===== src/rtl/win_wdog_pkg.sv =====
package win_wdog_pkg;

  localparam int CNT_W = 7;
  localparam int REG_W = 10;
  localparam logic [CNT_W-1:0] CNT_WARN  = 7'h41;
  localparam logic [CNT_W-1:0] CNT_LAST  = 7'h40;
  localparam logic [CNT_W-1:0] CNT_RESET = 7'h7F;

  typedef enum logic [1:0] {
    ADDR_CTRL = 2'd0,
    ADDR_CFG  = 2'd1,
    ADDR_STAT = 2'd2,
    ADDR_NONE = 2'd3
  } wd_addr_e;

  // One time-base step when the low bits of the free-running count are all ones.
  function automatic logic base_hit(input logic [31:0] pre,
                                    input logic [31:0] base,
                                    input logic [1:0]  sel);
    logic [31:0] mask;
    mask = (base << sel) - 32'd1;
    return (pre & mask) == mask;
  endfunction

  // Window fault: a reload while the count still sits above the window.
  function automatic logic too_early(input logic [CNT_W-1:0] cnt,
                                     input logic [CNT_W-1:0] win);
    return cnt > win;
  endfunction

endpackage


===== src/rtl/win_wdog_timebase.sv =====
module win_wdog_timebase
  import win_wdog_pkg::*;
#(
  parameter int BASE_DIV = 4096
) (
  input  logic       clk,
  input  logic       rst_n,
  input  logic [1:0] psc,
  output logic       tick
);

  localparam int PW = $clog2(BASE_DIV) + 3;

  logic [PW-1:0] pre_q;

  always_ff @(posedge clk or negedge rst_n) begin
    if (!rst_n) pre_q <= '0;
    else        pre_q <= pre_q + 1'b1;
  end

  assign tick = base_hit(32'(pre_q), 32'(BASE_DIV), psc);

endmodule


===== src/rtl/win_wdog_core.sv =====
module win_wdog_core
  import win_wdog_pkg::*;
(
  input  logic             clk,
  input  logic             rst_n,
  input  logic             tick,
  input  logic             ctl_wr,
  input  logic [7:0]       ctl_data,
  input  logic [CNT_W-1:0] win,
  output logic [CNT_W-1:0] cnt_q,
  output logic             en_q,
  output logic             ew_evt,
  output logic             rst_req
);

  logic step;
  logic timeout_evt;
  logic early_evt;

  assign step        = en_q && tick && !ctl_wr;
  assign timeout_evt = step && (cnt_q == CNT_LAST);
  assign early_evt   = ctl_wr && en_q && too_early(cnt_q, win);
  assign ew_evt      = step && (cnt_q == CNT_WARN);

  always_ff @(posedge clk or negedge rst_n) begin
    if (!rst_n) begin
      cnt_q   <= CNT_RESET;
      en_q    <= 1'b0;
      rst_req <= 1'b0;
    end else begin
      if (ctl_wr)    cnt_q <= ctl_data[CNT_W-1:0];
      else if (step) cnt_q <= cnt_q - 1'b1;
      en_q    <= en_q | (ctl_wr & ctl_data[7]);
      rst_req <= timeout_evt | early_evt;
    end
  end

endmodule


===== src/rtl/win_wdog_cfg.sv =====
module win_wdog_cfg
  import win_wdog_pkg::*;
(
  input  logic             clk,
  input  logic             rst_n,
  input  logic             cfg_wr,
  input  logic             stat_wr,
  input  logic [REG_W-1:0] wdata,
  input  logic             ew_evt,
  output logic [CNT_W-1:0] win_q,
  output logic [1:0]       psc_q,
  output logic             ewi_q,
  output logic             flag_q
);

  always_ff @(posedge clk or negedge rst_n) begin
    if (!rst_n) begin
      win_q  <= CNT_RESET;
      psc_q  <= 2'd0;
      ewi_q  <= 1'b0;
      flag_q <= 1'b0;
    end else begin
      if (cfg_wr) begin
        win_q <= wdata[CNT_W-1:0];
        psc_q <= wdata[8:7];
        ewi_q <= ewi_q | wdata[9];
      end
      if (ew_evt)                    flag_q <= 1'b1;
      else if (stat_wr && !wdata[0]) flag_q <= 1'b0;
    end
  end

endmodule


===== src/rtl/win_watchdog.sv =====
module win_watchdog
  import win_wdog_pkg::*;
#(
  parameter int BASE_DIV = 4096
) (
  input  logic             clk,
  input  logic             rst_n,
  input  logic             bus_wr,
  input  logic [1:0]       bus_addr,
  input  logic [REG_W-1:0] bus_wdata,
  output logic [REG_W-1:0] bus_rdata,
  output logic             rst_req,
  output logic             early_irq
);

  logic             tick;
  logic             ctl_wr;
  logic             cfg_wr;
  logic             stat_wr;
  logic [CNT_W-1:0] cnt_q;
  logic             en_q;
  logic             ew_evt;
  logic [CNT_W-1:0] win_q;
  logic [1:0]       psc_q;
  logic             ewi_q;
  logic             flag_q;

  assign ctl_wr  = bus_wr && (wd_addr_e'(bus_addr) == ADDR_CTRL);
  assign cfg_wr  = bus_wr && (wd_addr_e'(bus_addr) == ADDR_CFG);
  assign stat_wr = bus_wr && (wd_addr_e'(bus_addr) == ADDR_STAT);

  win_wdog_timebase #(.BASE_DIV(BASE_DIV)) u_tb (
    .clk  (clk),
    .rst_n(rst_n),
    .psc  (psc_q),
    .tick (tick)
  );

  win_wdog_core u_core (
    .clk     (clk),
    .rst_n   (rst_n),
    .tick    (tick),
    .ctl_wr  (ctl_wr),
    .ctl_data(bus_wdata[7:0]),
    .win     (win_q),
    .cnt_q   (cnt_q),
    .en_q    (en_q),
    .ew_evt  (ew_evt),
    .rst_req (rst_req)
  );

  win_wdog_cfg u_cfg (
    .clk    (clk),
    .rst_n  (rst_n),
    .cfg_wr (cfg_wr),
    .stat_wr(stat_wr),
    .wdata  (bus_wdata),
    .ew_evt (ew_evt),
    .win_q  (win_q),
    .psc_q  (psc_q),
    .ewi_q  (ewi_q),
    .flag_q (flag_q)
  );

  always_comb begin
    case (wd_addr_e'(bus_addr))
      ADDR_CTRL: bus_rdata = {2'b00, en_q, cnt_q};
      ADDR_CFG:  bus_rdata = {ewi_q, psc_q, win_q};
      ADDR_STAT: bus_rdata = {{(REG_W-1){1'b0}}, flag_q};
      default:   bus_rdata = '0;
    endcase
  end

  assign early_irq = flag_q & ewi_q;

endmodule


===== config.mk =====
export PLATFORM = sky130hd
export DESIGN_NAME = win_watchdog
export DESIGN_NICKNAME = d
export VERILOG_FILES = /design/src/rtl/win_wdog_pkg.sv /design/src/rtl/win_wdog_timebase.sv /design/src/rtl/win_wdog_core.sv /design/src/rtl/win_wdog_cfg.sv /design/src/rtl/win_watchdog.sv
export SDC_FILE = /design/constraint.sdc
export NUM_CORES = 1
export LEC_CHECK = 0
export BUFFER_PORTS_ARGS = -buffer_cell sky130_fd_sc_hd__buf_2
export CORE_UTILIZATION = 57
export CTS_CLUSTER_SIZE = 40
export DETAILED_ROUTE_END_ITERATION = 10
export GPL_TIMING_DRIVEN = 0
export PLACE_DENSITY = 0.79
export SLEW_MARGIN = 0
export SYNTH_ARGS = -nofsm -noshare
export SYNTH_HDL_FRONTEND = slang
export SYNTH_HIERARCHICAL = 1
export SYNTH_SLANG_ARGS = --single-unit

===== constraint.sdc =====
create_clock -name clk -period 2.1 [get_ports clk]
set_clock_uncertainty 0.1 [all_clocks]
set_input_delay 0.42 -clock clk [delete_from_list [all_inputs] [get_ports clk]]
set_output_delay 0.42 -clock clk [all_outputs]
set_load 0.005 [all_outputs]

==> summary.md, run 1 <==
| Metric | Value |
|---|---|
| CP max stage cell | `dfrtp_2` |
| Slew margin rel. | `35.24%` |
| Clock transition at path regs | `0.11 ns` |
| Placed inst area | `0.002198 mm^2` |
| Post-Syn Area | `0.002011 mm^2` |
| First-pass GRT wire length | `6.272 mm` |
| Fin area | `0.002307 mm^2` |
| Crit-path cells | `nand2b_1, ha_1, inv_1, o22ai_1, nor3_2, nand2_2, buf_4, xnor2_1, o21ai_0` |
| Sequential share of power | `52.3%` |
| Root Driver | `clkbuf_4` |
| Syn nets | `211` |
| Layout filler cell count | `286` |
| TritonCTS Buffers | `5` |
| Worst path bufs/invs | `2` |
| CP Data Required Time | `2.26 ns` |
| Max cap viols | `0` |
| Cts hold-fix bufs | `0` |
| H-tree levels | `2` |
| R2R setup slack | `0.06 ns` |
| Io pins | `27` |
| F_max | `491.3 MHz` |
| Class of the worst hold path | `input pin to async pin` |
| Max incr delay on CP | `0.45 ns` |
| DR vias | `1483` |
| Share of the yosys chip area belonging to registers | `44.43%` |
| # rows | `21` |
| Initial antenna violation count | `0` |
| Initial Util | `59.78%` |
| Nets | `245` |
| Total Wirelength | `3.957 mm` |
| DIE HEIGHT | `61.39 um` |
| Largest net degree at the start of global routing | `36` |
| Die ar. | `0.003769 mm^2` |
| GRT Resource Usage Total | `23.61%` |
| Seq cells post-synth | `35` |
| Grt total ovfl | `0` |
| Post-Syn Instances | `184` |
| CP Class | `flip-flop to flip-flop` |
| Final hold vios | `0` |
| DR WL/cell | `14.93 um` |
| CTS tree | `built` |
| Layout cells sized above 1 | `34.70%` |
| Worst VDD drop | `0.0003596 V` |
| Initial drt markers | `41` |
| Gpl congestion | `0.8698` |
| Syn avg cell area | `10.93 um^2` |
| Crit-path max FO | `6` |
| IO buf count | `26` |
| RSZ-0062 raised after global routing | `yes` |
| Layout area overhead | `14.75%` |
| Vias in the first global route | `1416` |
| Final setup viols | `0` |
| Switching Fraction | `29.13%` |
| Int Power | `1.155 mW` |
| Count of distinct cell types in the synthesized netlist | `40` |
| # diodes | `0` |
| Clock power share | `25.7%` |
| Logic pwr share | `22.0%` |
| Final Max Tran Viols | `0` |
| Tmin final | `2.035 ns` |
| LEAKAGE | `1.074 nW` |
| Period utilization | `96.92%` |
| Status | `finished, final reports clean` |
| Chip width | `61.39 um` |
| DRC errors left | `0` |
| Synth warnings | `6` |
| Switching power | `474.7 uW` |
| Final design utilization | `68.60%` |
| DP HPWL | `2.718 mm` |
| Clk sinks | `35` |
| Worst Path Arrival | `2.20 ns` |
| Most common cell after layout, fill and taps aside | `buf_2` |
| Clock Latency Late Sink | `0.34 ns` |
| Pwr Density | `706.3 mW/mm^2` |
| CTS Buffer Depth | `2` |
| Commonest cells after routing, fill and taps aside | `27 x buf_2, 20 x dfrtp_1, 17 x xnor2_1` |
| Kind of end point of the critical path | `flip-flop` |
| Post-route ant nets | `0` |
| Vias per cell | `5.596` |
| Area of the core | `0.003363 mm^2` |
| DRT Pass-1 Iters | `4` |
| CP Launch Type | `flip-flop` |
| Critical path's top delay family | `simple AND/OR/NAND/NOR gates` |
| Actual slew at the worst max-slew pin | `0.9693 ns` |
[worst paths after layout]
path | depth (start not counted) | from | to
min in group clk | 3 | bus_wdata[5] | u_core/cnt_q[5]
worst min-delay path | 1 | rst_n | u_core/rst_req
max in group asynchronous | 1 | rst_n | u_cfg/psc_q[1]
worst max-delay path | 9 | u_cfg/psc_q[1] | u_core/cnt_q[0]
worst min register to register | 1 | u_tb/pre_q[0] | u_tb/pre_q[0]
worst max register to register | 9 | u_cfg/psc_q[1] | u_core/cnt_q[0]
[per-stage QoR]
stage          cells  worst slack, ns  power (mW)   TNS, ns  hold WS [ns]
4_1_cts          264          0.01658       1.631         0       0.04769
3_3_place_gp     256          -0.2245       1.184    -1.850        0.3274
2_1_floorplan    184           0.2543       1.086         0       0.02441
6_report         265          0.06464       1.630         0       0.02641
5_1_grt          265         -0.04206       1.732  -0.07544       0.08759
3_5_place_dp     256          -0.2216       1.203    -1.643        0.3394
[power groups by stage]
stage	Clock [mW]	Sequential (mW)	Combinational, mW
6_report	0.418	0.852	0.359
5_1_grt	0.462	0.861	0.409
2_1_floorplan	0	0.833	0.253
3_3_place_gp	0	0.849	0.335
3_5_place_dp	0	0.854	0.348
4_1_cts	0.432	0.845	0.354
[metal layers]
layer | GRT usage, % | wire length [um] | vias up
li1 | - | - | 713
met4 | 11.11 | 103 | 0
met1 | 26.09 | 1666 | 734
met3 | 7.353 | 152 | 10
met5 | 0 | 0 | -
met2 | 41.46 | 2034 | 26
[layout make-up]
type / count / area [um^2] / share of cell area [%]
multi-input combinational: 131 / 1057 / 45.82
sequential: 35 / 894.6 / 38.77
timing repair buffer: 27 / 137.6 / 5.965
clock buffer: 8 / 68.82 / 2.983
tap: 46 / 57.56 / 2.495
buffer: 6 / 46.29 / 2.007
inverter: 12 / 45.04 / 1.952
[synth_stat cells]
master    instances  share of area [%]
and4_1            2               0.87
and3b_1           1               0.44
o21ai_0           8                2.0
mux2i_1           8                4.0
a21oi_1           3               0.75
a21o_2            1               0.44
o22ai_1           2               0.62
dfstp_2          14                 18
or4_4             1               0.56
nand4_4           1                1.1
ha_1             12                7.5
nand3b_1          2               0.75
and2_1            6                1.9
and3_1            3               0.93
o211ai_1          1               0.37
nand3_1           6                1.5
dfrtp_1          21                 26
nor2b_1           1               0.31
nor4_1            1               0.31
xnor2_1          17                7.4
nand2b_1          2               0.62
nor4_2            2                1.2
o21ai_1           2               0.50
a21o_1            2               0.75
mux2_4            9                6.7
nor2_1           10                1.9
nand4_1           6                1.9
nor3b_1           1               0.37
xor2_1            2               0.87
buf_2             1               0.25
or3_1             1               0.31
clkbuf_1          2               0.37
nand2_1          12                2.2
nor3_2            1               0.50
and2_2            1               0.37
a211oi_1          1               0.37
nor3_1            2               0.50
inv_1            12                2.2
nor2_2            1               0.31
buf_6             3                1.7
[registers in the layout, summed over array words and instances, names as in the netlist]
name / cells
u_core/cnt_q: 7
u_cfg/flag_q: 1
u_cfg/ewi_q: 1
u_cfg/psc_q: 2
u_cfg/win_q: 7
u_core/en_q: 1
u_core/rst_req: 1
u_tb/pre_q: 15
[logic make-up after synthesis]
logic type	count (synthesis)	share of synthesized area [%]
compound gates	20	5.787
fa+ha+maj	12	7.467
mux	17	10.70
simple gates	63	18.79
flops	35	44.43
buf+inv	18	4.542
xor+xnor	19	8.276
[timing repair]
item,CTS,global route
resized for setup,3,7
buffers inserted,0,1
setup endpoints to repair,1,4
cloned,0,0
pin swaps,0,3
Power figures use the tool's default switching activity.
==> run 2, diff against run 1 <==
CELL_PAD_IN_SITES_DETAIL_PLACEMENT = 2   (was not set)
CELL_PAD_IN_SITES_GLOBAL_PLACEMENT = 2   (was not set)
CORE_UTILIZATION = 37   (was 57)
PLACE_DENSITY = 0.78   (was 0.79)
==> summary.md, run 2 (synthesis gave the netlist of run 1 again) <==
| Metric | Value |
|---|---|
| Gpl congestion | `0.7311` |
| Total Wirelength | `6.289 mm` |
| Fin area | `0.002559 mm^2` |
| Final setup viols | `0` |
| CP Data Required Time | `2.19 ns` |
| DRT Pass-1 Iters | `4` |
| TritonCTS Buffers | `5` |
| CP Launch Type | `flip-flop` |
| F_max | `484.8 MHz` |
| DP HPWL | `3.808 mm` |
| Max reg flops | `15` |
| Clock Latency Late Sink | `0.30 ns` |
| Worst VDD drop | `0.0003077 V` |
| Class of the worst hold path | `input pin to async pin` |
| Initial drt markers | `44` |
| Vias per cell | `5.245` |
| Largest net degree at the start of global routing | `36` |
| Die ar. | `0.005733 mm^2` |
| Pwr Density | `745.2 mW/mm^2` |
| Worst path bufs/invs | `1` |
| Layout cells sized above 1 | `43.53%` |
| Max incr delay on CP | `0.45 ns` |
| Placed cell count | `280` |
| Post-route ant nets | `0` |
| Pwr Total | `1.907 mW` |
| Grt total ovfl | `0` |
| Io pins | `27` |
| Worst Path Arrival | `2.15 ns` |
| Tmin final | `2.063 ns` |
| CTS tree | `built` |
| Crit-path max FO | `4` |
| Placed inst area | `0.002228 mm^2` |
| DR WL/cell | `20.82 um` |
| RSZ-0062 raised after global routing | `yes` |
| Setup TNS | `0 ns` |
| Layout area overhead | `27.26%` |
| Period utilization | `98.23%` |
| Crit-path cells | `nor2_4, inv_2, ha_4, o22ai_4, nor3_4, nand3_2, xor2_1, o21ai_0` |
| Initial Util | `38.87%` |
| Kind of end point of the critical path | `flip-flop` |
| # rows | `26` |
| Clk sinks | `35` |
| Nets | `258` |
| H-tree levels | `2` |
| DRC errors left | `0` |
| CTS Buffer Depth | `2` |
| Chip width | `75.72 um` |
| Final Max Tran Viols | `0` |
| Max cap viols | `0` |
| First-pass GRT wire length | `9.328 mm` |
| Root Driver | `clkbuf_8` |
| # diodes | `0` |
| Slew margin rel. | `46.95%` |
| GRT Resource Usage Total | `23.38%` |
| CP Class | `flip-flop to flip-flop` |
| Critical path's top delay family | `simple AND/OR/NAND/NOR gates` |
| CP max stage cell | `dfrtp_2` |
| Finished Layout Cells | `302` |
| Top flop regs | `u_tb/pre_q (15), u_cfg/win_q (7), u_core/cnt_q (7)` |
| Initial antenna violation count | `0` |
| WHS | `0.1114 ns` |
| Clock transition at path regs | `0.08 ns` |
| Vias in the first global route | `1732` |
| Area of the core | `0.005172 mm^2` |
| Final hold vios | `0` |
| Commonest cells after routing, fill and taps aside | `27 x buf_2, 17 x dfrtp_1, 17 x xnor2_1` |
| Status | `finished, final reports clean` |
| IO buf count | `26` |
| DR vias | `1584` |
| Biggest register | `u_tb/pre_q` |
| LEAKAGE | `1.167 nW` |
| DIE HEIGHT | `75.72 um` |
| Actual slew at the worst max-slew pin | `0.7957 ns` |
| Most common cell after layout, fill and taps aside | `buf_2` |
-- run 2: changes by cell type in the layout (fill, tap and decap cells not counted), moves of 2 or more --
cell / delta
o22ai_4: +2
o22ai_1: -2
clkbuf_8: +4
inv_1: -2
dfrtp_2: +3
dfrtp_1: -3
buf_4: +13
clkbuf_4: -5
ha_1: -2
-- run 2: per-layer routing --
metal	GRT usage [%]	share of wire [%]	vias up
li1	-	-	726
met1	25.67	41	812
met2	45.14	54	33
met3	3.836	2.7	13
met4	8.230	2.1	0
met5	0	0	-
-- run 2: final timing paths --
path / from / to / slack, ns / depth (start not counted)
max reg2reg: u_cfg/psc_q[1] / u_core/cnt_q[2] / 0.04 / 8
max: u_cfg/psc_q[1] / u_core/cnt_q[2] / 0.04 / 8
min reg2reg: u_tb/pre_q[0] / u_tb/pre_q[0] / 0.37 / 1
min in group clk: bus_wdata[7] / u_core/en_q / 0.25 / 2
min: rst_n / u_tb/pre_q[13] / 0.11 / 1
max in group asynchronous: rst_n / u_cfg/psc_q[1] / 1.23 / 1
-- run 2: worst reg2reg max path, delay by kind of cell, from the launching register on --
kind | cells | cell delay [ns]
fa+ha+maj | 1 | 0.27
xor+xnor | 1 | 0.19
compound gates | 2 | 0.37
buf+inv | 1 | 0.05
simple gates | 3 | 0.54
flops | 1 | 0.45
-- run 2: metrics by stage --
stage,setup WS (ns),util [%]
finish,0.03712,49.47
global route,-0.08030,49.47
CTS,0.004452,47.17
detailed placement,-0.5242,43.08
global placement,-0.4521,43.08
floorplan,0.2543,-
-- run 2: timing repair --
action,CTS,global route
pin swaps,5,5
hold buffers,0,0
endpoints found under the setup margin,10,8
buffers inserted,5,9
resized for setup,16,15
-- run 2: final cells by class --
class / instances / area, um^2
clock buffer: 6 / 82.58
multi-input combinational: 131 / 1145
sequential: 35 / 898.4
timing repair buffer: 40 / 235.2
tap: 70 / 87.58
inverter: 12 / 47.55
fill: 514 / 2614
buffer: 6 / 46.29
clock inverter: 2 / 16.27
-- run 2: report_power, final --
part | total (mW) | switching [mW] | internal, mW
sequential | 0.869 | 0.0958 | 0.773
clock | 0.536 | 0.268 | 0.268
combinational | 0.502 | 0.251 | 0.251
total | 1.91 | 0.615 | 1.29
